<file path="src/rtl/lms_pkg.sv">
package lms_pkg;
  // Decoded strobes from control to datapath; at most one do* is set per cycle.
  typedef struct packed {
    logic doPush;
    logic doFlip;
    logic doPop;
    logic setOvf;
    logic setUdf;
  } stackCtl_t;
endpackage

</file>
<file path="src/rtl/lms_ctrl.sv">
module lms_ctrl
  import lms_pkg::*;
#(
  parameter int DEPTH = 8,
  localparam int DEPTH_W = $clog2(DEPTH + 1)
) (
  input  logic               clk,
  input  logic               rstN,
  input  logic               cmdPush,
  input  logic               cmdElse,
  input  logic               cmdPop,
  output stackCtl_t          ctl,
  output logic [DEPTH_W-1:0] depth,
  output logic               overflowFlag,
  output logic               underflowFlag
);
  localparam logic [DEPTH_W-1:0] FULL_LVL = DEPTH_W'(DEPTH);

  logic isFull, isEmpty;
  assign isFull  = (depth == FULL_LVL);
  assign isEmpty = (depth == '0);

  // Priority decode: push, then else, then pop
  always_comb begin
    ctl = '0;
    if (cmdPush) begin
      if (isFull) ctl.setOvf = 1'b1;
      else        ctl.doPush = 1'b1;
    end else if (cmdElse) begin
      if (isEmpty) ctl.setUdf = 1'b1;
      else         ctl.doFlip = 1'b1;
    end else if (cmdPop) begin
      if (isEmpty) ctl.setUdf = 1'b1;
      else         ctl.doPop  = 1'b1;
    end
  end

  always_ff @(posedge clk) begin
    if (!rstN) begin
      depth         <= '0;
      overflowFlag  <= 1'b0;
      underflowFlag <= 1'b0;
    end else begin
      if (ctl.doPush)      depth <= depth + 1'b1;
      else if (ctl.doPop)  depth <= depth - 1'b1;
      if (ctl.setOvf) overflowFlag  <= 1'b1;
      if (ctl.setUdf) underflowFlag <= 1'b1;
    end
  end
endmodule

</file>
<file path="src/rtl/lms_datapath.sv">
module lms_datapath
  import lms_pkg::*;
#(
  parameter int LANES = 32,
  parameter int DEPTH = 8,
  localparam int DEPTH_W = $clog2(DEPTH + 1),
  localparam int IDX_W   = (DEPTH > 1) ? $clog2(DEPTH) : 1
) (
  input  logic               clk,
  input  logic               rstN,
  input  stackCtl_t          ctl,
  input  logic [DEPTH_W-1:0] depth,
  input  logic [LANES-1:0]   predIn,
  output logic [LANES-1:0]   activeMask
);
  logic [LANES-1:0] stackMem [DEPTH];
  logic [IDX_W-1:0] writeIdx, topIdx;
  logic [LANES-1:0] topMask;

  assign writeIdx = IDX_W'(depth);
  assign topIdx   = IDX_W'(depth - 1'b1);
  assign topMask  = stackMem[topIdx];

  for (genvar e = 0; e < DEPTH; e++) begin : g_entry
    always_ff @(posedge clk) begin
      if (ctl.doPush && (writeIdx == IDX_W'(e)))
        stackMem[e] <= activeMask;
    end
  end

  always_ff @(posedge clk) begin
    if (!rstN)           activeMask <= '1;
    else if (ctl.doPush) activeMask <= activeMask & predIn;
    else if (ctl.doFlip) activeMask <= topMask & ~activeMask;
    else if (ctl.doPop)  activeMask <= topMask;
  end
endmodule

</file>
<file path="src/rtl/lane_mask_stack.sv">
module lane_mask_stack
  import lms_pkg::*;
#(
  parameter int LANES = 32,
  parameter int DEPTH = 8,
  localparam int DEPTH_W = $clog2(DEPTH + 1)
) (
  input  logic               clk,
  input  logic               rstN,
  input  logic               cmdPush,
  input  logic               cmdElse,
  input  logic               cmdPop,
  input  logic [LANES-1:0]   predIn,
  output logic [LANES-1:0]   activeMask,
  output logic [DEPTH_W-1:0] depth,
  output logic               overflowFlag,
  output logic               underflowFlag
);
  stackCtl_t ctl;

  lms_ctrl #(.DEPTH(DEPTH)) u_ctrl (
    .clk(clk), .rstN(rstN),
    .cmdPush(cmdPush), .cmdElse(cmdElse), .cmdPop(cmdPop),
    .ctl(ctl), .depth(depth),
    .overflowFlag(overflowFlag), .underflowFlag(underflowFlag)
  );

  lms_datapath #(.LANES(LANES), .DEPTH(DEPTH)) u_dp (
    .clk(clk), .rstN(rstN), .ctl(ctl), .depth(depth),
    .predIn(predIn), .activeMask(activeMask)
  );
endmodule

</file>
<file path="config.mk">
export PLATFORM = sky130hd
export DESIGN_NAME = lane_mask_stack
export DESIGN_NICKNAME = d
export VERILOG_FILES = /design/src/rtl/lms_pkg.sv /design/src/rtl/lms_ctrl.sv /design/src/rtl/lms_datapath.sv /design/src/rtl/lane_mask_stack.sv
export SDC_FILE = /design/constraint.sdc
export NUM_CORES = 1
export LEC_CHECK = 0
export ABC_AREA = 1
export BUFFER_PORTS_ARGS = -buffer_cell sky130_fd_sc_hd__buf_4
export CORE_UTILIZATION = 57
export CTS_BUF_LIST = sky130_fd_sc_hd__clkbuf_2
export DETAILED_ROUTE_END_ITERATION = 8
export PLACE_DENSITY = 0.87
export SLEW_MARGIN = 20
export SYNTH_ARGS = -nofsm -noshare
export SYNTH_HDL_FRONTEND = slang
export SYNTH_HIERARCHICAL = 1
export SYNTH_SLANG_ARGS = --single-unit
</file>
<file path="constraint.sdc">
create_clock -name clk -period 2.9 [get_ports clk]
set_input_delay 0.29 -clock clk [delete_from_list [all_inputs] [get_ports clk]]
set_output_delay 0.29 -clock clk [all_outputs]
set_load 0.005 [all_outputs]
</file>
==> results of run 1 <==
state kept, by name (all words and copies together), names as in the netlist:
name and flops:
u_ctrl/overflowFlag 1, u_dp/activeMask 32, u_ctrl/depth 4, u_ctrl/underflowFlag 1
u_dp/stackMem 256
how the worst max path moves through the flow:
| stage | slack (ns) | to | cells after the start |
|---|---|---|---|
| after CTS | 0.46 | u_dp/activeMask[30] | 10 |
| after floorplan | -0.16 | u_dp/stackMem[0][0] | 7 |
| after global placement | 0.60 | u_dp/stackMem[3][3] | 5 |
| after detailed placement | 0.49 | u_dp/activeMask[12] | 11 |
| after global routing | 0.26 | u_ctrl/depth[3] | 12 |
| final | 0.35 | u_dp/activeMask[12] | 11 |
cells in the final DEF, fill, tap and decap left out, drive strengths merged, types with 34 or more instances in the layout:
| cell type | synthesis | final |
|---|---|---|
| dfxtp | 38 | 38 |
| nand2 | 428 | 428 |
| a21oi | 67 | 67 |
| edfxtp | 256 | 256 |
| dlygate4sd3 | 0 | 38 |
| buf | 52 | 98 |
| nand3 | 168 | 168 |
| clkbuf | 11 | 104 |
| o21a | 34 | 34 |
layout make-up:
cell class | instances | area share
clock buffers | 104 | 0.03673
multi-input cells | 729 | 0.2394
clock inverters | 28 | 0.01245
well taps | 275 | 0.02428
repair buffers | 136 | 0.08405
diodes | 1 | 0.0001766
flip-flops and latches | 294 | 0.5964
inverters | 24 | 0.006445
stage by stage:
step	hold slack, ns	cell area (µm²)	cells	setup slack (ns)	util
floorplan	0.4075	12150	1110	-0.1635	-
global placement	0.4502	13090	1420	0.5955	0.6247
detailed placement	0.4642	13090	1420	0.4942	0.6247
CTS	0.2380	14170	1590	0.4635	0.6761
global route	0.2224	14170	1591	0.2613	0.6763
finish	0.2932	14170	1591	0.3521	0.6763
power by group through the flow:
stage | Clock (W) | Combinational, W | Sequential [W]
3_5_place_dp | 0 | 0.00155 | 0.00522
5_1_grt | 0.00309 | 0.00178 | 0.00516
2_1_floorplan | 0 | 0.00102 | 0.00515
4_1_cts | 0.00285 | 0.00160 | 0.00513
3_3_place_gp | 0 | 0.00149 | 0.00520
6_report | 0.00283 | 0.00163 | 0.00513
kinds of logic after synthesis:
family          Yosys count  share of synthesized area
xor+xnor                  1                   0.001339
fa+ha+maj                 7                   0.007824
simple gates            615                     0.2115
buf+inv                  87                    0.03212
flops                   294                     0.6952
compound gates          106                    0.05210
layer usage:
metal	wire length (µm)	vias up
li1	-	4169
met1	10760	4294
met2	14970	518
met3	2690	100
met4	1046	0
met5	0	-
critical path, cell delays in order (launching register included):
cell and delay [ns]:
dfxtp_1 0.45, nor2_2 0.17, nand3_2 0.15, nand2_4 0.14
inv_1 0.07, inv_2 0.06, buf_4 0.42, o21ai_4 0.35
buf_12 0.28, a21oi_1 0.16, nand3_1 0.12, nand2_1 0.07
timing repair:
action / in CTS / in global routing
hold buffers: 38 / 0
gates resized for setup: 0 / 0
buffers inserted: 0 / 0
hold endpoints to repair: 38 / 0
==> results.yml, run 1 <==
outcome:
  status: "completed"
final_layout:
  layout-drive-gt1-share: 0.1833
  seqCellArea_um2: 8452
  area_delta_synth_final_pct: 16.61
  multi_input_area_um2: 3393
  nets: 1300
  fill_cells: 1504
route:
  drc: 0
  routed_wirelength_mm: 29.47
  num_vias: 9081
  drtPass1Iterations: 5
  antenna_left: 0
  wl_per_cell_um: 18.52
  drt_iter0_markers: 986
  via_per_inst: 5.708
placed_design:
  numPortBuffers: 74
  place_congestion: 0.8626
  post-dp-hpwl_mm: 16.06
global_routing:
  grt_pass1_wl_mm: 46.17
  grt_use_total: 0.2775
  use_met3: 0.07130
  grt_use_met1: 0.3248
  grt_overflow: 0
  met2_usage: 0.4606
  antenna_found_initial: 1
  busiest_layer: "met2"
  grt_pass1_vias: 9328
  grt_max_degree: 87
floorplanning:
  die_y_um: 148.0
  die_area_um2: 21910
  die_w_um: 148.0
  ios: 75
  core_area_um2: 20960
  num_rows: 53
  initial_core_util: 0.5799
setup_path:
  reg2reg_setup_slack_ns: 0.35
  start_kind: "flop"
  crit_path_max_fanout: 36
  criticalPathCategory: "flop to flop"
  r2r-end: "u_dp/activeMask[12]"
  required_ns: 3.66
  r2r_start: "u_ctrl/depth[1]"
  crit_start: "u_ctrl/depth[1]"
  critPathArrivalTime_ns: 3.30
  cp-end-kind: "flop"
  r2r_cells: 11
synth:
  yosys-top-cells-count: "425 x nand2_1, 256 x edfxtp_1, 165 x nand3_1"
  ys_warn_count: 6
  synth_top_area_share: 0.6326
  synth_cells: 1110
  ys_ff_latch: 294
  yosysMostFrequentCell: "nand2_1"
  ys_top_cells_by_area: "edfxtp_1 63%, nand2_1 13%, nand3_1 6.8%, dfxtp_1 6.3%, a21oi_1 2.8%"
  async_flop_share: 0
  synth.distinct_cells: 26
  syn-num-nets: 1154
  seq_area_frac_synth: 0.6952
  synth.cell_area_um2: 12150
  synth_ff_type: "edfxtp_1"
  synth-edff-count: 256
  post_synth.cell_area_avg_um2: 10.95
  yosysTopAreaCell: "edfxtp_1"
sta:
  skew_ns: 0.07952
  fin_crit_ns: 2.548
  slew_headroom: 0.4058
  rsz0062_at_grt: "false"
  setup_violations: 0
  post-route-period-util: 0.8786
  finalSetupTns_ns: 0
  drv_slew: 0
  worst_pin_slew_ns: 0.8913
  fmax_ghz: 0.3925
  hold_violations: 0
power_and_ir_drop:
  switching_share: 0.3094
  pwr-share-comb: 0.170
  p_sw_w: 0.002969
  p_seq_frac: 0.535
  power_frac_clock: 0.295
  total_power_w: 0.009594
  power_leakage_nw: 5.506
  intPower_w: 0.006625
  power_per_cell_area_nw_per_um2: 677.0
  peakVddDrop_v: 0.0003749
min_path:
  min_from: "rstN"
  hold_depth: 4
  hold_end: "u_ctrl/depth[1]"
  min_path_type: "primary input to flop"
clocking:
  cts_root_buf: "clkbuf_2"
  numCtsBuffers: 71
  clk_latency_ns: 0.87
  cts.sinks: 294
  cts.clk_slew.worst_paths_ns: 0.15
  clk_path_buf_depth: 3
  cts_tree: "done"
  htreeDepth: 3
job:
  drv_cap: 0
Power figures use the tool's default switching activity.
==> inputs of run 2 (changes only) <==
- ABC_AREA: 1 -> 0
- PLACE_DENSITY: 0.87 -> 0.88
- RECOVER_POWER: unset -> 50
==> results.yml, run 2 <==
route:
  drtPass1Iterations: 5
  num_vias: 7453
  antenna_left: 0
  wl_met1_mm: 10.55
  via_per_inst: 6.006
  route.met2.wl_mm: 13.33
  routed_wirelength_mm: 26.67
  routed.top_layer: "met4"
  wl_per_cell_um: 21.49
  drt_iter0_markers: 525
  drc: 0
  met3WireLength_mm: 1.990
floorplanning:
  die_area_um2: 21530
  initial_core_util: 0.5863
  num_rows: 52
  core_area_um2: 20360
  ios: 75
  die_w_um: 146.7
  die_y_um: 146.7
setup_path:
  r2r_cells: 8
  crit_path_max_fanout: 16
  crit_start: "u_ctrl/depth[0]"
  r2r_start: "u_ctrl/depth[0]"
  criticalPathCategory: "flop to flop"
  reg2reg_setup_slack_ns: 0.03
  cp-endpoint: "u_dp/activeMask[15]"
  start_kind: "flop"
  cp-end-kind: "flop"
  required_ns: 3.64
  r2r-end: "u_dp/activeMask[15]"
  critPathArrivalTime_ns: 3.60
clocking:
  htreeDepth: 3
  cts_root_buf: "clkbuf_2"
  cts_post_setup_buffers_inserted: 0
  numCtsBuffers: 71
  clk_latency_ns: 0.83
  cts.clk_slew.worst_paths_ns: 0.10
  cts.sinks: 294
  clk_path_buf_depth: 3
  cts_tree: "done"
sta:
  skew_ns: 0.04954
  hold_violations: 0
  fmax_ghz: 0.3490
  rsz0062_at_grt: "true"
  post-route-period-util: 0.9879
  whs_ns: 0.2616
  worst_pin_slew_ns: 1.108
  slew_headroom: 0.2614
  setup_slack_ns: 0.03499
  fin_crit_ns: 2.865
  setup_violations: 0
  drv_slew: 0
global_routing:
  grt_pass1_vias: 7828
  grt_overflow: 0
  grt_use_total: 0.2474
  antenna_found_initial: 1
  grt_max_degree: 56
  grt_pass1_wl_mm: 40.48
synth:
  ys_warn_count: 6
  synth-simple-area-share: 0.06718
  synth_mux_area_frac: 0.08803
  synth_top_area_share: 0.6439
  synthAdderAreaFrac: 0.007965
  synth-xor-area-share: 0.003563
  ys_ff_latch: 294
  yosys-top-cells-count: "256 x edfxtp_1, 64 x mux2_2, 41 x and2_1"
  synth_compound_area_frac: 0.1053
  synth_top_family_by_area: "compound AO/OA/AOI/OAI gates"
  synth.cell_area_um2: 11940
  synth_cells: 753
  async_flop_share: 0
  syn-num-nets: 797
  ys_top_cells_by_area: "edfxtp_1 64%, dfxtp_1 6.4%, mux2_2 6.0%, mux2i_1 2.8%, a221o_1 2.6%"
  yosysMostFrequentCell: "edfxtp_1"
  yosysTopAreaCell: "edfxtp_1"
  seq_area_frac_synth: 0.7076
  post_synth.cell_area_avg_um2: 15.86
  synth_ff_type: "edfxtp_1"
  synth-edff-count: 256
  synth.distinct_cells: 43
placed_design:
  place_ws_ns: 0.3933
  place_congestion: 0.7932
  numPortBuffers: 74
  post-dp-hpwl_mm: 13.59
power_and_ir_drop:
  power_frac_clock: 0.266
  pwr-share-comb: 0.229
  power_per_cell_area_nw_per_um2: 744.2
  p_seq_frac: 0.505
  p_sw_w: 0.003179
  peakVddDrop_v: 0.0004427
  switching_share: 0.3048
  intPower_w: 0.007251
  power_leakage_nw: 4.756
final_layout:
  fill_cells: 1334
  layout-drive-gt1-share: 0.3041
  mostFrequentLayoutCells: "256 x edfxtp_1, 110 x clkbuf_2, 64 x mux2_2, 54 x buf_4, 42 x dlygate4sd3_1"
  layout_commonest_cell: "edfxtp_1"
  largest_reg_flops: 256
  final_core_util: 0.6882
  regMostFlops: "u_dp/stackMem"
  nets: 957
  reg_top3: "u_dp/stackMem (256), u_dp/activeMask (32), u_ctrl/depth (4)"
  area_delta_synth_final_pct: 17.39
min_path:
  min_path_type: "primary input to flop"
job:
  drv_cap: 0
outcome:
  status: "completed"
run 2: cell types whose count changed in the layout (fill, tap and decap cells not counted), moves of 29 or more:
cell | previous run | this run
a21oi_1 | 67 | 1
and2_1 | 0 | 37
nand3_1 | 165 | 1
nand2b_1 | 0 | 33
o22ai_1 | 0 | 31
mux2i_1 | 0 | 33
a211oi_1 | 0 | 32
a221o_1 | 0 | 31
buf_4 | 92 | 54
nand2_1 | 425 | 8
clkbuf_4 | 0 | 29
nor2b_1 | 0 | 31
mux2_2 | 0 | 64
o21a_1 | 34 | 2
run 2: how the worst min path moves through the flow:
stage / endpoint / startpoint / depth (start not counted)
finish: u_ctrl/depth[3] / cmdPop / 5
global route: u_ctrl/depth[3] / cmdPop / 5
CTS: u_ctrl/depth[0] / cmdPop / 5
detailed placement: u_ctrl/underflowFlag / u_ctrl/underflowFlag / 1
global placement: u_ctrl/overflowFlag / u_ctrl/overflowFlag / 1
floorplan: u_dp/activeMask[25] / rstN / 1
run 2: cell families after synthesis:
| group | count (synthesis) |
|---|---|
| DFF | 294 |
| AOI/OAI and AO/OA | 167 |
| and+or+nand+nor | 130 |
| muxes | 97 |
| buffers and inverters | 54 |
| adders and majority gates | 7 |
| xor gates and xnor gates | 4 |
run 2: timing repair:
| action | in CTS | in global routing |
|---|---|---|
| gates resized for setup | 0 | 18 |
| setup endpoints to repair | 0 | 7 |
| hold endpoints to repair | 38 | 0 |
| hold buffers | 45 | 0 |
run 2: layer usage:
layer / GRT usage / up-vias
met5: 0 / -
met4: 0.1286 / 0
met3: 0.05248 / 73
met2: 0.4126 / 356
met1: 0.3052 / 3666
li1: - / 3358
run 2: power groups by stage:
stage	registers, W	clock network (W)	logic (W)
floorplan	0.00530	0	0.00152
global placement	0.00533	0	0.00219
detailed placement	0.00536	0	0.00225
CTS	0.00527	0.00284	0.00233
global route	0.00531	0.00303	0.00252
finish	0.00527	0.00278	0.00239
run 2: area by class of cell:
class / count / area, µm² / area share
Inverter: 4 / 15.01 / 0.001071
Clock inverter: 20 / 136.4 / 0.009731
Timing Repair Buffer: 137 / 1197 / 0.08544
Clock buffer: 110 / 550.5 / 0.03928
Sequential cell: 294 / 8448 / 0.6028
Multi-Input combinational cell: 405 / 3327 / 0.2374
Antenna cell: 1 / 2.502 / 0.0001786
Tap cell: 270 / 337.8 / 0.02410
run 2: metrics by stage:
step | instance area [µm²] | cells | setup TNS (ns) | total power, W
final | 14010 | 1241 | 0 | 0.01043
after detailed placement | 12820 | 1067 | 0 | 0.007613
after CTS | 13960 | 1242 | 0 | 0.01043
after global placement | 12820 | 1067 | 0 | 0.007523
after floorplan | 11940 | 753 | 0 | 0.006822
after global routing | 14010 | 1241 | -0.05898 | 0.01086
run 2: critical path, cell delays in order, from the launching register on:
cell	delay [ns]
dfxtp_1	0.33
buf_4	0.18
or4_4	0.55
and3_4	0.21
nand2b_4	0.18
buf_12	0.18
a221o_1	0.35
o311ai_2	0.24
dlygate4sd3_1	0.61
==> inputs of run 3 (changes only) <==
==> constraint.sdc (replaced) <==
create_clock -name clk -period 2.9 [get_ports clk]
set_input_delay 0.435 -clock clk [delete_from_list [all_inputs] [get_ports clk]]
set_output_delay 0.435 -clock clk [all_outputs]
set_load 0.005 [all_outputs]
==> results.yml, run 3 (synthesized netlist as in run 2, its figures left out) <==
setup_path:
  cp_slowest_cell: "or4b_1"
  worst_path_largest_cell_delay_ns: 0.59
  reg2reg_setup_slack_ns: 0.34
  cp_cell_sequence: "clkbuf_1, or4b_1, nand2_1, inv_2, buf_4, nor3_2, buf_4, o21ai_0, o311ai_1"
  crit_family: "simple AND/OR/NAND/NOR gates"
  required_ns: 3.58
  criticalPathCategory: "flop to flop"
  r2r-end: "u_dp/activeMask[28]"
  start_kind: "flop"
  critPathArrivalTime_ns: 3.24
  crit_path_max_fanout: 32
  cp-end-kind: "flop"
  cp_num_buf_inv: 4
  r2r_cells: 9
  r2r_start: "u_ctrl/depth[1]"
  timing.critical_path.mode_cell: "buf_4"
job:
  drv_cap: 0
global_routing:
  grt_max_degree: 56
  grt_pass1_vias: 7471
  grt_pass1_wl_mm: 39.68
  grt_overflow: 0
  antenna_found_initial: 1
  grt_use_total: 0.2448
min_path:
  min_from: "predIn[14]"
  hold_depth: 4
  hold_end: "u_dp/activeMask[14]"
  min_path_type: "primary input to flop"
sta:
  fin_crit_ns: 2.559
  skew_ns: 0.06075
  worst_pin_slew_ns: 1.069
  slew_headroom: 0.2875
  finalSetupTns_ns: 0
  fmax_ghz: 0.3907
  whs_ns: 0.04948
  rsz0062_at_grt: "false"
  setup_violations: 0
  post-route-period-util: 0.8825
  hold_violations: 0
  drv_slew: 0
final_layout:
  regMostFlops: "u_dp/stackMem"
  nets: 943
  reg_top3: "u_dp/stackMem (256), u_dp/activeMask (32), u_ctrl/depth (4)"
  final_cell_count_no_fill: 1227
  final_area_um2: 13710
  layout_commonest_cell: "edfxtp_1"
  area_delta_synth_final_pct: 14.82
  largest_reg_flops: 256
  mostFrequentLayoutCells: "256 x edfxtp_1, 117 x clkbuf_2, 64 x mux2_2, 57 x buf_4, 38 x dfxtp_1"
  layout-drive-gt1-share: 0.3002
power_and_ir_drop:
  peakVddDrop_v: 0.0003922
  power_leakage_nw: 4.652
  power_per_cell_area_nw_per_um2: 740.7
placed_design:
  place_congestion: 0.7747
  numPortBuffers: 74
  dp.cells: 1067
  placed_area_um2: 12820
  post-dp-hpwl_mm: 13.78
floorplanning:
  core_area_um2: 20360
  initial_core_util: 0.5863
  die_y_um: 146.7
  num_rows: 52
  ios: 75
  die_area_um2: 21530
  die_w_um: 146.7
clocking:
  hold_buffers: 28
  clk_latency_ns: 0.82
  htreeDepth: 3
  clk_path_buf_depth: 3
  numCtsBuffers: 72
  cts.sinks: 294
  cts_tree: "done"
  cts_resized: 0
  cts.clk_slew.worst_paths_ns: 0.10
  cts_post_setup_buffers_inserted: 0
  cts_root_buf: "clkbuf_2"
route:
  drc: 0
  num_vias: 7347
  drtPass1Iterations: 7
  drt_iter0_markers: 605
  routed_wirelength_mm: 25.96
  via_per_inst: 5.988
  wl_per_cell_um: 21.15
  antenna_left: 0
outcome:
  status: "completed"
run 3: cell count changes in the layout (fill, tap and decap cells not counted), sizes merged:
cell / change
dlygate4sd3: -14
clkbuf: +7
clkinv: -3
bufinv: -2
buf: -1
clkinvlp: -1
run 3: worst max-delay path by stage:
stage	depth (start not counted)	start	to	slack (ns)
finish	9	u_ctrl/depth[1]	u_dp/activeMask[28]	0.34
global route	9	u_ctrl/depth[1]	u_dp/activeMask[27]	0.18
CTS	7	u_ctrl/depth[0]	u_dp/activeMask[28]	0.39
detailed placement	7	u_ctrl/depth[2]	u_dp/activeMask[29]	0.40
global placement	7	u_ctrl/depth[1]	u_dp/activeMask[3]	0.53
floorplan	7	u_ctrl/depth[0]	u_dp/stackMem[0][0]	0.22
run 3: layer usage:
metal | routed length [µm] | GRT usage
met3 | 1582 | 0.05000
met4 | 746 | 0.1266
met1 | 10590 | 0.2999
met5 | 0 | 0
met2 | 13040 | 0.4123
run 3: power breakdown:
group / total (W) / switching [W] / internal [W] / leakage [nW]
clock network: 0.00259 / 0.00154 / 0.00106 / 0.517
registers: 0.00528 / 0.000245 / 0.00503 / 2.59
logic: 0.00229 / 0.00131 / 0.000979 / 1.54
run 3: through the flow:
step	total power [W]	utilization	setup slack [ns]
6_report	0.01015	0.6731	0.3406
5_1_grt	0.01061	0.6731	0.1751
4_1_cts	0.01022	0.6749	0.3947
3_5_place_dp	0.007624	0.6295	0.4019
3_3_place_gp	0.007523	0.6295	0.5280
2_1_floorplan	0.006822	-	0.2233
run 3: area by class of cell:
cell class | instances | area [µm²]
Sequential cell | 294 | 8448
Clock buffer | 117 | 585.6
Multi-Input combinational cell | 405 | 3263
Tap cell | 270 | 337.8
Antenna cell | 1 | 2.502
Clock inverter | 14 | 58.81
Fill cell | 1359 | 6656
Inverter | 4 | 15.01
Timing Repair Buffer | 122 | 997.2
run 3: worst reg2reg max path, cell delays in order (launching register included):
cell      delay (ns)
dfxtp_1         0.32
clkbuf_1        0.20
or4b_1          0.60
nand2_1         0.17
inv_2           0.08
buf_4           0.25
nor3_2          0.22
buf_4           0.31
o21ai_0         0.18
o311ai_1        0.16
